`config.mk`:
```
export PLATFORM = sky130hd
export DESIGN_NAME = dac_word_stager
export DESIGN_NICKNAME = d
export VERILOG_FILES = /design/src/rtl/dws_pkg.sv /design/src/rtl/dws_input_fmt.sv /design/src/rtl/dws_hold_rank.sv /design/src/rtl/dws_out_rank.sv /design/src/rtl/dac_word_stager.sv
export SDC_FILE = /design/constraint.sdc
export NUM_CORES = 1
export LEC_CHECK = 0
export BUFFER_PORTS_ARGS = -buffer_cell sky130_fd_sc_hd__buf_2
export CORE_ASPECT_RATIO = 1.4
export CORE_MARGIN = 4
export CORE_UTILIZATION = 33
export CTS_CLUSTER_DIAMETER = 200
export DETAILED_ROUTE_END_ITERATION = 8
export HOLD_SLACK_MARGIN = 0.12
export MAX_ROUTING_LAYER = met4
export PLACE_DENSITY = 0.5
export REMOVE_ABC_BUFFERS = 1
export SLEW_MARGIN = 0
export SYNTH_ARGS = -nofsm -noshare
export SYNTH_HDL_FRONTEND = slang
export SYNTH_SLANG_ARGS = --single-unit
```
`constraint.sdc`:
```
create_clock -name clk -period 4.65 [get_ports clk]
set_input_delay 0.93 -clock clk [delete_from_list [all_inputs] [get_ports clk]]
set_output_delay 0.93 -clock clk [all_outputs]
set_load 0.01 [all_outputs]
```
`src/rtl/dws_pkg.sv`:
```
// Package: shared coding type and reset-word helper for the DAC code stager.
// Assumes code widths of at most 32 bits.
package dws_pkg;

    typedef enum logic {
        CODING_BINARY = 1'b0,
        CODING_TWOS   = 1'b1
    } dws_coding_e;

    // Reset word: zero, or the mid-scale code (MSB set) when mid is requested.
    function automatic logic [31:0] dws_reset_word(input int unsigned width, input bit mid);
        logic [31:0] w;
        w = '0;
        if (mid) w[width-1] = 1'b1;
        return w;
    endfunction

endpackage

```
`src/rtl/dws_input_fmt.sv`:
```
// Module: dws_input_fmt
// Formats bus data before it is stored: optionally inverts the MSB so that
// two's-complement input becomes offset binary. Purely combinational.
module dws_input_fmt
    import dws_pkg::*;
#(
    parameter int unsigned W = 12
) (
    input  logic [W-1:0] din,
    input  logic         twos_mode,
    output logic [W-1:0] dout
);

    dws_coding_e coding;

    // Purpose: decode the coding mode and flip only the MSB in two's mode.
    always_comb begin
        coding = dws_coding_e'(twos_mode);
        dout   = din;
        if (coding == CODING_TWOS) dout[W-1] = ~din[W-1];
    end

endmodule

```
`src/rtl/dws_hold_rank.sv`:
```
// Module: dws_hold_rank
// First stage: NIB_N independently enabled slices of NIB_W bits. Exposes the
// next-state word so the output stage can copy fresh data in the same edge.
// Assumes enables are already qualified by chip select and active high.
module dws_hold_rank
    import dws_pkg::*;
#(
    parameter int unsigned NIB_W     = 4,
    parameter int unsigned NIB_N     = 3,
    parameter bit          MID_RESET = 1'b0,
    localparam int unsigned W        = NIB_W * NIB_N
) (
    input  logic             clk,
    input  logic             rst_n,
    input  logic [NIB_N-1:0] en,
    input  logic [W-1:0]     din,
    output logic [W-1:0]     nxt
);

    localparam logic [W-1:0] RST_WORD = W'(dws_reset_word(W, MID_RESET));

    logic [W-1:0] hold_q;

    for (genvar g = 0; g < NIB_N; g++) begin : g_slice
        // Purpose: choose new data or keep the slice for the next state.
        always_comb begin
            nxt[g*NIB_W +: NIB_W] = en[g] ? din[g*NIB_W +: NIB_W] : hold_q[g*NIB_W +: NIB_W];
        end

        // Purpose: register one slice with synchronous active-low reset.
        always_ff @(posedge clk) begin
            if (!rst_n) hold_q[g*NIB_W +: NIB_W] <= RST_WORD[g*NIB_W +: NIB_W];
            else        hold_q[g*NIB_W +: NIB_W] <= nxt[g*NIB_W +: NIB_W];
        end

        AST_SLICE_HOLD: assert property (@(posedge clk) disable iff (!rst_n)
            !en[g] |=> $stable(hold_q[g*NIB_W +: NIB_W]));
    end

endmodule

```
`src/rtl/dws_out_rank.sv`:
```
// Module: dws_out_rank
// Second stage: copies the whole first-stage next-state word on transfer and
// pulses an update flag when the stored code changes value.
// Assumes xfer is already qualified by chip select and active high.
module dws_out_rank
    import dws_pkg::*;
#(
    parameter int unsigned W         = 12,
    parameter bit          MID_RESET = 1'b0
) (
    input  logic         clk,
    input  logic         rst_n,
    input  logic         xfer,
    input  logic [W-1:0] nxt_word,
    output logic [W-1:0] code,
    output logic         upd
);

    localparam logic [W-1:0] RST_WORD = W'(dws_reset_word(W, MID_RESET));

    // Purpose: load the output code and flag a change of value.
    always_ff @(posedge clk) begin
        if (!rst_n) begin
            code <= RST_WORD;
            upd  <= 1'b0;
        end else begin
            if (xfer) code <= nxt_word;
            upd <= xfer && (nxt_word != code);
        end
    end

    AST_CODE_HOLD: assert property (@(posedge clk) disable iff (!rst_n)
        !xfer |=> $stable(code));
    AST_UPD_MEANS_CHANGE: assert property (@(posedge clk) disable iff (!rst_n)
        upd |-> (code != $past(code)));

endmodule

```
`src/rtl/dac_word_stager.sv`:
```
// Module: dac_word_stager
// Top: double-buffered, slice-addressable code register for a DAC core.
// Assumes strobes and chip select are synchronous to clk, sampled each edge.
module dac_word_stager
    import dws_pkg::*;
#(
    parameter int unsigned NIB_W     = 4,
    parameter int unsigned NIB_N     = 3,
    parameter bit          MID_RESET = 1'b0,
    localparam int unsigned W        = NIB_W * NIB_N,
    localparam int unsigned SN       = NIB_N + 1
) (
    input  logic          clk,
    input  logic          rst_n,
    input  logic          cs_n,
    input  logic [SN-1:0] strobe_n,
    input  logic [W-1:0]  din,
    input  logic          twos_mode,
    output logic [W-1:0]  code,
    output logic          code_upd
);

    logic [W-1:0]     fmt_data;
    logic [W-1:0]     hold_nxt;
    logic [NIB_N-1:0] slice_en;
    logic             xfer_en;

    // Purpose: qualify every strobe with chip select.
    always_comb begin
        slice_en = ~strobe_n[NIB_N-1:0] & {NIB_N{~cs_n}};
        xfer_en  = ~strobe_n[NIB_N] & ~cs_n;
    end

    dws_input_fmt #(.W(W)) u_fmt (
        .din       (din),
        .twos_mode (twos_mode),
        .dout      (fmt_data)
    );

    dws_hold_rank #(.NIB_W(NIB_W), .NIB_N(NIB_N), .MID_RESET(MID_RESET)) u_hold (
        .clk   (clk),
        .rst_n (rst_n),
        .en    (slice_en),
        .din   (fmt_data),
        .nxt   (hold_nxt)
    );

    dws_out_rank #(.W(W), .MID_RESET(MID_RESET)) u_out (
        .clk      (clk),
        .rst_n    (rst_n),
        .xfer     (xfer_en),
        .nxt_word (hold_nxt),
        .code     (code),
        .upd      (code_upd)
    );

    AST_CS_IDLE: assert property (@(posedge clk) disable iff (!rst_n)
        cs_n |=> $stable(code));
    AST_NO_STROBE: assert property (@(posedge clk) disable iff (!rst_n)
        (&strobe_n) |=> $stable(code) && !code_upd);
    AST_FLOW_LOW: assert property (@(posedge clk) disable iff (!rst_n)
        (!cs_n && !strobe_n[0] && !strobe_n[NIB_N]) |=> code[NIB_W-1:0] == $past(din[NIB_W-1:0]));
    AST_TRANSPARENT_LOW: assert property (@(posedge clk) disable iff (!rst_n)
        (!cs_n && strobe_n == '0) |=> code[W-2:0] == $past(din[W-2:0]));
    AST_MSB_CODING: assert property (@(posedge clk) disable iff (!rst_n)
        (!cs_n && strobe_n == '0) |=> code[W-1] == ($past(din[W-1]) ^ $past(twos_mode)));

endmodule

```
==> flow_summary.ini <==
[grt]
grt_pass1_wl_um = 4970
grt_max_degree = 26
grt_pass1_vias = 1092
gr-total-overflow = 0
grt.total_usage_pct = 13.4
grt_antenna_before_repair = 0

[cells_and_area]
layout.cells.most_common = buf_2
drive_gt1_share_pct = 23.9
diodes = 0
mostFrequentLayoutCells = 32 x buf_2, 25 x dfxtp_1, 14 x nor2b_1
finalInstanceArea_sq_um = 1520
syn_to_final_growth_pct = 18.6
nNetsFinal = 184

[floorplanning]
core_area_sq_um = 3710
die_h_um = 81.8
io_pins = 33
die_area_sq_um = 4960
dieWidth_um = 60.7
initial_core_util_pct = 34.6
std_cell_rows = 26

[critical_path]
reg2reg_slack_ns = 2.67
cp.arrival_ns = 2.80
start_kind = input port
path_class = in2reg
cp_max_fo = 9
startpoint = cs_n
crit_top_cell = or4_1
cp.required_ns = 4.81
cpPeakStageDelay_ns = 0.47
path_cells = buf_2 -> nor2_4 -> o221ai_1 -> or4_1 -> or4_1 -> o311a_1
worstReg2RegStart = u_out.code[4]$_SDFFE_PN0P_
cp-end-kind = flip-flop
critical-path-top-delay-family = simple AND/OR/NAND/NOR gates
cpMaxStageDelayCell = or4_1
path_buf_inv = 1

[timing]
fin_crit_sh_pct = 56.7
fin_setup_tns_ns = 0
skew_ns = 0.00416
min_period_ns = 2.64
finalMaxSlewViolations = 0
slew_headroom_pct = 53.1
setup_viol = 0
fmax_mhz = 379
tightestPinTransition_ns = 0.702
rsz0062_at_grt = no
hold_viol = 0

[routing]
drt_first_iter_violations = 37
antenna_left = 0
wire_per_inst_um = 14.3
drc = 0
wirelength_um = 2930
vias = 1047
viasPerCell = 5.11
drtPass1Iterations = 3

[power]
switching_share_pct = 27.1
worst_ir_drop_vdd_mv = 0.128
intPower_uw = 329
p_switching_uw = 122
clkPwrFrac_pct = 28.5
p_leak_uw = 0.000747
p_comb_share_pct = 18.9
seqPwrFrac_pct = 52.6
p_per_area_nw_per_um2 = 296

[placed_design]
place_hpwl_um = 2270
placed_cell_area_sq_um = 1480
io_buffers = 32
gp_congestion = 0.835

[logic_synthesis]
muxShareOfSynthArea_pct = 8.59
synth_top_area_share_pct = 39.0
synthSimpleGateAreaFrac_pct = 22.1
yosysTopAreaCell = dfxtp_1
yosysWarnings = 0
synth_top_cells_by_area = dfxtp_1 39%, mux2i_1 8.6%, o211a_1 8.6%, nor2b_1 6.8%, xor2_1 4.1%
synth_cell_type_count = 35
synth_area_per_cell_sq_um = 9.79
synth-adder-area-share_pct = 0
synth_top_family_by_area = simple AND/OR/NAND/NOR gates
synth_area_sq_um = 1280
ys_seq_elements = 25
synth_xor_area_share_pct = 6.83
netlist_instances = 131
synth-seq-area-share_pct = 39.0
synth_compound_area_share_pct = 19.9

[clock_tree]
clk_pin_slew_ns = 0.09
cts_tree = done
cts_buffers = 3
post_cts_resized = 0
cts_htree_levels = 1
clk_path_buf_depth = 2
cts_root_buffer = clkbuf_8
cts_setup_buffers = 0
clock-sinks = 25
clk_latency_ns = 0.27
hold_buffers = 0

[run]
maxCapViolCount = 0

[run_status]
status = finished, final reports clean

[worst_hold_path]
hp-start = u_out.code[4]$_SDFFE_PN0P_
hold_class = reg2reg
worst register-to-register path, cell delays in order, from the launching register on:
cell     delay [ns]
dfxtp_1        0.33
inv_1          0.11
o32ai_1        0.10
or4_1          0.51
or4_1          0.47
o311a_1        0.35
final cells by class:
cell class,instances,area [sq um]
multi-input cells,96,737
fillers,403,2190
well taps,42,52.6
flip-flops and latches,25,500
clock buffers,4,45.0
repair buffers,33,168
inverters,5,18.8
flip-flops by register name (all words and copies together) (netlist names):
name / flops
u_hold.hold_q: 12
u_out.upd: 1
u_out.code: 12
per-layer routing:
layer	vias to the layer above	GRT usage (%)	share of wire, %
li1	536	-	-
met1	489	16.2	47
met2	20	21.9	48
met3	2	2.52	4.6
met4	0	4.56	0.65
met5	-	-	0
worst paths after layout:
check	end	cells after the start
max	u_out.upd$_SDFF_PN0_	6
min	u_out.code[4]$_SDFFE_PN0P_	1
max reg2reg	u_out.upd$_SDFF_PN0_	5
min reg2reg	u_out.code[4]$_SDFFE_PN0P_	1
power groups by stage:
stage	clock (uW)	sequential [uW]	combinational (uW)
after CTS	135	237	86.7
after floorplan	0	243	49.8
after detailed placement	0	242	86.2
after global routing	143	239	95.9
final	129	237	85.3
after global placement	0	242	85.6
metrics by stage:
step | cells | setup WS [ns] | util (%) | hold WS, ns | total power [uW]
CTS | 205 | 2.03 | 41.0 | 0.541 | 459
floorplan | 126 | 2.07 | - | 0.512 | 293
global placement | 201 | 1.77 | 39.8 | 0.511 | 327
detailed placement | 201 | 1.73 | 39.8 | 0.518 | 329
global route | 205 | 1.96 | 41.0 | 0.580 | 478
finish | 205 | 2.01 | 41.0 | 0.532 | 451
cell families (layout without fill, tap and decap cells):
family / after synthesis / count (layout)
AND/OR/NAND/NOR: 44 / 44
AO/OA/AOI/OAI: 31 / 31
flip-flops: 25 / 25
multiplexers: 11 / 11
XOR/XNOR: 10 / 10
buffers and inverters: 10 / 42
cells in the mapped netlist:
cell type and number:
nand2_1 11, nand2b_1 6, a21boi_1 1, o21bai_1 1, a221o_1 1, clkbuf_1 4, nor2_1 1, a211oi_1 1
nor3b_1 1, a31oi_1 1, nor2_4 1, xnor2_1 4, and3_1 1, mux2i_1 11, o21ai_1 2, buf_6 1
o211a_1 11, o22ai_1 1, dfxtp_1 25, a21oi_1 2, xor2_1 6, nor2_8 2, or4_1 2, nand3b_1 1
o21ai_0 2, o221ai_1 4, or4b_1 1, o211ai_1 1, inv_1 5, nor3_1 2, o32ai_1 1, and2_1 1
o311a_1 1, o2111ai_1 1, nor2b_1 14
Note: power is estimated with default switching activity, not from simulation.
